File: src/rtl/nan_gen_pkg.sv
package nan_gen_pkg;

  typedef enum logic [1:0] {
    POL_CANON  = 2'd0,
    POL_KEEP   = 2'd1,
    POL_PROP   = 2'd2,
    POL_PROP_X = 2'd3
  } policy_e;

  typedef enum logic [1:0] {
    AR_ONE   = 2'd0,
    AR_TWO   = 2'd1,
    AR_FMA   = 2'd2,
    AR_FMA_X = 2'd3
  } arity_e;

  typedef struct packed {
    logic is_nan;
    logic is_snan;
    logic canon_pay;
  } nan_info_t;

endpackage

File: src/rtl/nan_classify.sv
module nan_classify
  import nan_gen_pkg::*;
#(
  parameter int EXP_W = 8,
  parameter int MAN_W = 23
) (
  input  logic [EXP_W+MAN_W:0] op,
  output nan_info_t            info
);
  localparam int W = EXP_W + MAN_W + 1;
  localparam logic [MAN_W-1:0] CANON_MAN = {1'b1, {(MAN_W-1){1'b0}}};

  logic exp_max;
  logic man_nz;

  always_comb begin
    exp_max        = &op[W-2:MAN_W];
    man_nz         = |op[MAN_W-1:0];
    info.is_nan    = exp_max && man_nz;
    info.is_snan   = exp_max && man_nz && !op[MAN_W-1];
    info.canon_pay = (op[MAN_W-1:0] == CANON_MAN);
  end
endmodule

File: src/rtl/nan_pick.sv
module nan_pick
  import nan_gen_pkg::*;
#(
  parameter int W = 32,
  parameter int N = 3
) (
  input  logic [N-1:0][W-1:0] ops,
  input  nan_info_t [N-1:0]   info,
  input  logic [N-1:0]        read_mask,
  output logic                any_nan,
  output logic                any_snan,
  output logic                all_canon,
  output logic [W-1:0]        chosen
);
  // Slot 0 has the highest priority: scan from the lowest so it wins last.
  always_comb begin
    any_nan   = 1'b0;
    any_snan  = 1'b0;
    all_canon = 1'b1;
    chosen    = '0;
    for (int i = N - 1; i >= 0; i--) begin
      if (read_mask[i] && info[i].is_nan) begin
        any_nan = 1'b1;
        chosen  = ops[i];
        if (info[i].is_snan)    any_snan  = 1'b1;
        if (!info[i].canon_pay) all_canon = 1'b0;
      end
    end
  end
endmodule

File: src/rtl/nan_result_gen.sv
module nan_result_gen
  import nan_gen_pkg::*;
#(
  parameter int EXP_W = 8,
  parameter int MAN_W = 23
) (
  input  logic                   clk,
  input  logic                   rst,
  input  logic                   valid_in,
  input  logic [1:0]             mode,
  input  logic [1:0]             arity,
  input  logic                   invalid_in,
  input  logic [EXP_W+MAN_W:0]   src_a,
  input  logic [EXP_W+MAN_W:0]   src_b,
  input  logic [EXP_W+MAN_W:0]   src_c,
  output logic                   valid_out,
  output logic                   result_nan,
  output logic [EXP_W+MAN_W:0]   nan_out,
  output logic                   invalid_flag
);
  localparam int W      = EXP_W + MAN_W + 1;
  localparam int NSLOT  = 3;
  localparam int QBIT   = MAN_W - 1;
  localparam logic [W-1:0] CANON = {1'b0, {EXP_W{1'b1}}, 1'b1, {(MAN_W-1){1'b0}}};

  logic [NSLOT-1:0][W-1:0] slot;
  logic [NSLOT-1:0]        read_mask;
  nan_info_t [NSLOT-1:0]   info;
  logic                    any_nan, any_snan, all_canon;
  logic [W-1:0]            chosen, quieted, pattern;
  logic                    nan_d, flag_d;

  // Order operands by priority for the current arity.
  always_comb begin
    unique case (arity_e'(arity))
      AR_ONE: begin
        slot      = {src_c, src_b, src_a};
        read_mask = 3'b001;
      end
      AR_TWO: begin
        slot      = {src_c, src_b, src_a};
        read_mask = 3'b011;
      end
      default: begin
        slot      = {src_b, src_a, src_c};
        read_mask = 3'b111;
      end
    endcase
  end

  for (genvar g = 0; g < NSLOT; g++) begin : g_cls
    nan_classify #(.EXP_W(EXP_W), .MAN_W(MAN_W)) u_cls (
      .op   (slot[g]),
      .info (info[g])
    );
  end

  nan_pick #(.W(W), .N(NSLOT)) u_pick (
    .ops       (slot),
    .info      (info),
    .read_mask (read_mask),
    .any_nan   (any_nan),
    .any_snan  (any_snan),
    .all_canon (all_canon),
    .chosen    (chosen)
  );

  always_comb begin
    quieted       = chosen;
    quieted[QBIT] = 1'b1;
    nan_d         = any_nan || invalid_in;
    flag_d        = any_snan || invalid_in;
    pattern       = '0;
    if (nan_d) begin
      unique case (policy_e'(mode))
        POL_CANON: pattern = CANON;
        POL_KEEP:  pattern = all_canon ? CANON : quieted;
        default:   pattern = any_nan ? quieted : CANON;
      endcase
    end
  end

  always_ff @(posedge clk) begin
    if (rst) begin
      valid_out    <= 1'b0;
      result_nan   <= 1'b0;
      nan_out      <= '0;
      invalid_flag <= 1'b0;
    end else begin
      valid_out <= valid_in;
      if (valid_in) begin
        result_nan   <= nan_d;
        nan_out      <= pattern;
        invalid_flag <= flag_d;
      end
    end
  end
endmodule

File: config.mk
export PLATFORM = sky130hd
export DESIGN_NAME = nan_result_gen
export DESIGN_NICKNAME = d
export VERILOG_FILES = /design/src/rtl/nan_gen_pkg.sv /design/src/rtl/nan_classify.sv /design/src/rtl/nan_pick.sv /design/src/rtl/nan_result_gen.sv
export SDC_FILE = /design/constraint.sdc
export NUM_CORES = 1
export LEC_CHECK = 0
export ABC_AREA = 1
export BUFFER_PORTS_ARGS = -buffer_cell sky130_fd_sc_hd__buf_2
export CAP_MARGIN = 20
export CORE_UTILIZATION = 40
export CTS_CLUSTER_SIZE = 25
export DETAILED_ROUTE_END_ITERATION = 10
export PLACE_DENSITY = 0.67
export SLEW_MARGIN = 40
export SYNTH_ARGS = -nofsm -noshare
export SYNTH_HDL_FRONTEND = slang
export SYNTH_SLANG_ARGS = --single-unit
File: constraint.sdc
create_clock -name clk -period 7.6 [get_ports clk]
set_clock_uncertainty 0.1 [all_clocks]
set_input_delay 2.28 -clock clk [delete_from_list [all_inputs] [get_ports clk]]
set_output_delay 2.28 -clock clk [all_outputs]
set_load 0.01 [all_outputs]
---- After elaboration in Yosys (flattened, before gate mapping) ----
Index checks and enable logic that the tools add are counted.
storage, ports and cells
  flip-flop bits (word level) ............. 35
  output and inout bits ................... 35
  memories kept ........................... 0
  bits in read-only memories .............. 0
  bits in latches ......................... 0
  memory bits (writable) .................. 0
cells by class
  add/sub/neg operators ................... 0
  multipliers ............................. 0
  order comparisons ....................... 0
  shifts and indexed selects .............. 0
  divide/modulo/power cells ............... 0
  equal/unequal tests ..................... 5
  mux-type cells .......................... 24
  reduce and logical (&&, ||, !) cells .... 23
  bitwise gates (word level) .............. 0
operator list
  cell                                                              count
  32-bit two-way mux                                                6
  96-bit two-way mux                                                1
  23-bit == test (second input constant)                            3
  23-bit OR reduction                                               3
  32-bit case mux with 2 select lines                               1
  8-bit AND reduction                                               3
  1-bit two-way mux                                                 15
  1-bit logical AND                                                 9
  3-bit case mux with 2 select lines                                1
  2-bit by 1-bit == test with 1-bit output (second input constant)  2
  2-bit zero test                                                   2
  1-bit zero test                                                   3
  1-bit logical OR                                                  2
  2-bit OR reduction                                                1

---- Depth between registers and ports, before layout ----
  depth after elaboration ................. 14
  depth in mapped cells ................... 19
  depth with buffers taken out ............ 15

---- By module ----
From an unflattened synthesis, not the netlist that was laid out.
second synthesis, totals
  cell total of the unflattened synthesis .. 873
  area, all modules ....................... 4601.9 sq um
modules (own cells, without submodules)
  module          cells each  sequential area each (sq um)  area an instance (sq um)  times used
  nan_result_gen  518         680.7                         2976.6                    1
  nan_pick        262         0.0                           1216.2                    1
  nan_classify    31          0.0                           136.4                     3

---- Worst setup path after synthesis ----
No wires, ideal clock.
  path type ............................... in2reg
  from .................................... input port arity[1]
  to ...................................... register nan_out[1]
  data arrival time ....................... 3941 ps
  setup slack ............................. 3416 ps
  library setup time ...................... 143 ps
  stages on the path ...................... 17
  path buffers ............................ 4
  data required time ...................... 7357 ps
  cells stage by stage .................... buf_4 > inv_2 > buf_6 > buf_6 > nand2_1 > nand2_1 > nor2_1 > nand2_1 > nor2_1 > nand3_2 > nand2_4 > nand3_4 > nor2_4 > nor2_8 > buf_6 > nand3_2 > a21oi_1
on the way
  cells in the longest elaborated chain, start to end .. 14
ends and longest elaborated chain
  element                                                                             RTL line                                text
  start: declaration                                                                  nan_result_gen.sv:11                    input logic [1:0] arity,
  2-bit by 1-bit == test with 1-bit output / 2-bit zero test (equally long branches)  nan_result_gen.sv:35                    unique case (arity_e'(arity))
  2-bit OR reduction (no line)                                                        -
  96-bit two-way mux                                                                  nan_result_gen.sv:35
  23-bit OR reduction / 8-bit AND reduction (equally long branches)                   nan_classify.sv:18, nan_classify.sv:17
  1-bit logical AND                                                                   nan_classify.sv:19                      info.is_nan = exp_max && man_nz;
  1-bit logical AND                                                                   nan_pick.sv:22                          if (read_mask[i] && info[i].is_nan) begin
  1-bit two-way mux                                                                   nan_pick.sv:22
  1-bit two-way mux                                                                   nan_pick.sv:26                          if (!info[i].canon_pay) all_canon = 1'b0;
  1-bit two-way mux                                                                   nan_pick.sv:22
  1-bit two-way mux                                                                   nan_pick.sv:26
  1-bit two-way mux                                                                   nan_pick.sv:22
  32-bit two-way mux                                                                  nan_result_gen.sv:77                    POL_KEEP: pattern = all_canon ? CANON : quieted;
  32-bit case mux with 2 select lines                                                 nan_result_gen.sv:75                    unique case (policy_e'(mode))
  32-bit two-way mux *                                                                nan_result_gen.sv:74                    if (nan_d) begin
  end signal: assignment                                                              nan_result_gen.sv:93                    nan_out <= pattern;
  end: declaration                                                                    nan_result_gen.sv:18                    output logic [EXP_W+MAN_W:0] nan_out,
Every way passes the cells marked *; elsewhere a longest branch is shown, timed or not.
A chain may end at the register's enable or synchronous reset.

---- Worst setup path after layout ----
  from .................................... input port arity[1]
  to ...................................... register nan_out[31]
The elaborated chain is that of the path after synthesis.

==> flow_summary.ini <==
[run_status]
outcome = complete, but fails checks
violations = design-rule violations

[hold_path]
min-delay-start = nan_out[30]
hold_path_class = register to register

[global_route]
grt_use_total_pct = 22.73
top_usage_layer = met2
met3_usage_pct = 2.362
use_met2_pct = 35.86
overflow = 0
grt_max_degree = 100
grt_pass1_vias = 3850
grt_pass1_wl_microns = 18110
met1_usage_pct = 33.35
antenna_found_initial = 0

[power]
p_sw_w = 0.0001558
total_leakage_power_nw = 2.331
peakVddDrop_mv = 0.05745
pwr-share-comb_pct = 30.5
power_density_mw_per_mm2 = 105.9
intPower_w = 0.0003046
sw_frac_of_total_pct = 33.84
power_frac_clock_pct = 29.8
seq_power_share_pct = 39.8

[run]
drv_cap = 0

[timing]
maxSlewViolCount = 0
slew_headroom_pct = 49.48
worstMarginPinSlew_ns = 0.7578
fin_tns_setup_ns = 0
rsz0062_at_grt = no
finalSetupViolations = 0
clock.fmax_ghz = 0.1868
final_hold_viol_count = 0
finalCritPeriodShare_pct = 70.45
min_period_ns = 5.354

[clock_tree]
postCtsHoldBufs = 0
cts_htree_levels = 2
clk_pin_slew_ns = 0.07
cts_buffer_depth = 2
tritoncts = built
cts_root_buf = clkbuf_8
clock_latency_ns = 0.28
clock-sinks = 34
cts_setup_buffers = 0
post_cts_resized = 0
cts_buffers = 5

[setup_path]
arrival_ns = 5.40
crit_top_cell = nor2_1
crit_family = simple AND/OR/NAND/NOR gates
cp_cell_sequence = buf_2, inv_2, buf_4, nand2_1, o21ai_1, nand3_1, nor2_1, nand3_2, nand2_4, nand3_4, nand2_1, nand2_2, nand2_1, nor2_1, nor2_1, nor2_1
start_kind = input pin
cp_slowest_cell = buf_4
crit_fanout = 47
slowest_delay_ns = 0.47
path_class = input pin to register
endpoint_kind = register
critPathBufInv = 3
cp.required_ns = 7.64
cp-startpoint = arity[1]
worstReg2RegStart = nan_out[31]

[place]
io_buffer_count = 138
dpl_cell_area_sq_mm = 0.004247
dpl.hpwl_microns = 8574
globalplace.congestion = 0.9031

[yosys]
seq_area_frac_synth_pct = 18.35
yosys_warnings = 0
synth_cell_types = 31
synth_area_sq_mm = 0.003709
syn_inst = 664
ys_ff_latch = 34
synth_fp_nets = 768
syn_avg_cell_area_sq_um = 5.585

[drt]
viasPerCell = 5.035
drt_iter0_markers = 281
wire_per_inst_microns = 12.41
vias = 4421
antenna_left = 0
routed_wirelength_microns = 10900
dr.pass1.iters = 8
drc = 9

[die]
dieWidth_microns = 98.29
rows = 34
start_util_pct = 41.91
die-area_sq_mm = 0.009661
die_y_microns = 98.29
pin_count = 139
core_sq_mm = 0.008848

[final_layout]
seq_area_sq_um = 680.7
layout.nets = 873
drive_gt1_share_pct = 26.62
multiInputGateArea_sq_mm = 0.002626
synthToLayoutAreaGrowth_pct = 17.24
antennaDiodeCount = 0
fin_area_sq_mm = 0.004348
fill_cells = 970
sequential cells by signal, summed over array words and instances, names as in the netlist:
register	count
nan_out	32
invalid_flag	1
valid_out	1
worst paths after layout:
| kind | end | slack (ns) | depth (start not counted) |
|---|---|---|---|
| max | nan_out[31] | 2.25 | 16 |
| min | nan_out[30] | 0.36 | 2 |
| max reg2reg | nan_out[31] | 6.83 | 4 |
| min reg2reg | nan_out[30] | 0.36 | 2 |
worst min-delay path, cell delays in order, from the launching register on:
cell and delay, ns:
dfxtp_1 0.31, nand2_1 0.06, a21oi_1 0.05
synth_stat cells (all sizes together):
master,instances,area [sq um]
nand2,347,1325
nand3,62,432.9
nor2,61,279.0
a21oi,35,239.0
dfxtp,34,680.7
buf,31,261.5
o21ai,28,143.9
inv,27,101.4
o211ai,17,127.6
clkbuf,11,41.29
nand4,3,18.77
nand3b,2,15.01
a31o,1,8.760
a31oi,1,6.260
nor3,1,5.000
o2111ai,1,8.760
o21bai,1,7.510
o22ai,1,6.260
placed cells by master, fill, tap and decap left out, drive strengths merged:
cell type  Yosys  layout
nand2        347     347
buf           31     140
nand3         62      62
nor2          61      61
a21oi         35      35
dfxtp         34      34
o21ai         28      28
inv           27      27
o211ai        17      17
clkbuf        11       6
nand4          3       3
nand3b         2       2
o22ai          1       1
o2111ai        1       1
nor3           1       1
a31o           1       1
o21bai         1       1
a31oi          1       1
clkinvlp       0       1
clkinv         0       1
logic make-up after synthesis:
| kind of cell | after synthesis | synth area share (%) |
|---|---|---|
| and+or+nand+nor | 476 | 55.97 |
| buffers and inverters | 69 | 10.90 |
| AOI/OAI and AO/OA | 85 | 14.78 |
| DFF | 34 | 18.35 |
power by group through the flow:
stage	logic, W	clock network [W]	registers, W
after floorplan	0.0000923	0	0.000189
after global placement	0.000139	0	0.000187
after detailed placement	0.000140	0	0.000187
after CTS	0.000140	0.000142	0.000183
after global routing	0.000159	0.000151	0.000183
final	0.000140	0.000137	0.000183
stage by stage:
stage               utilization [%]  worst slack, ns  power [W]  cells  hold slack, ns
finish                        49.14            2.246  0.0004604    878          0.3627
detailed placement            47.99            1.919  0.0003268    870          0.3538
floorplan                         -            3.416  0.0002811    664          0.3900
CTS                           49.07            2.212  0.0004652    878          0.3653
global placement              47.99            1.973  0.0003259    870          0.3487
global route                  49.14            1.901  0.0004931    878          0.3865
layer usage:
metal | wire length [microns] | part of all wire [%]
met5 | 0 | 0
met3 | 668 | 6.1
met4 | 69 | 0.63
met1 | 5327 | 49
met2 | 4834 | 44
final cells by class:
type / instances / area share (%)
inverters: 27 / 2.331
well taps: 108 / 3.108
repair buffers: 140 / 16.32
clock inverters: 2 / 0.2878
multi-input cells: 561 / 60.40
flip-flops and latches: 34 / 15.65
clock buffers: 6 / 1.899
Note: power is estimated with default switching activity, not from simulation.
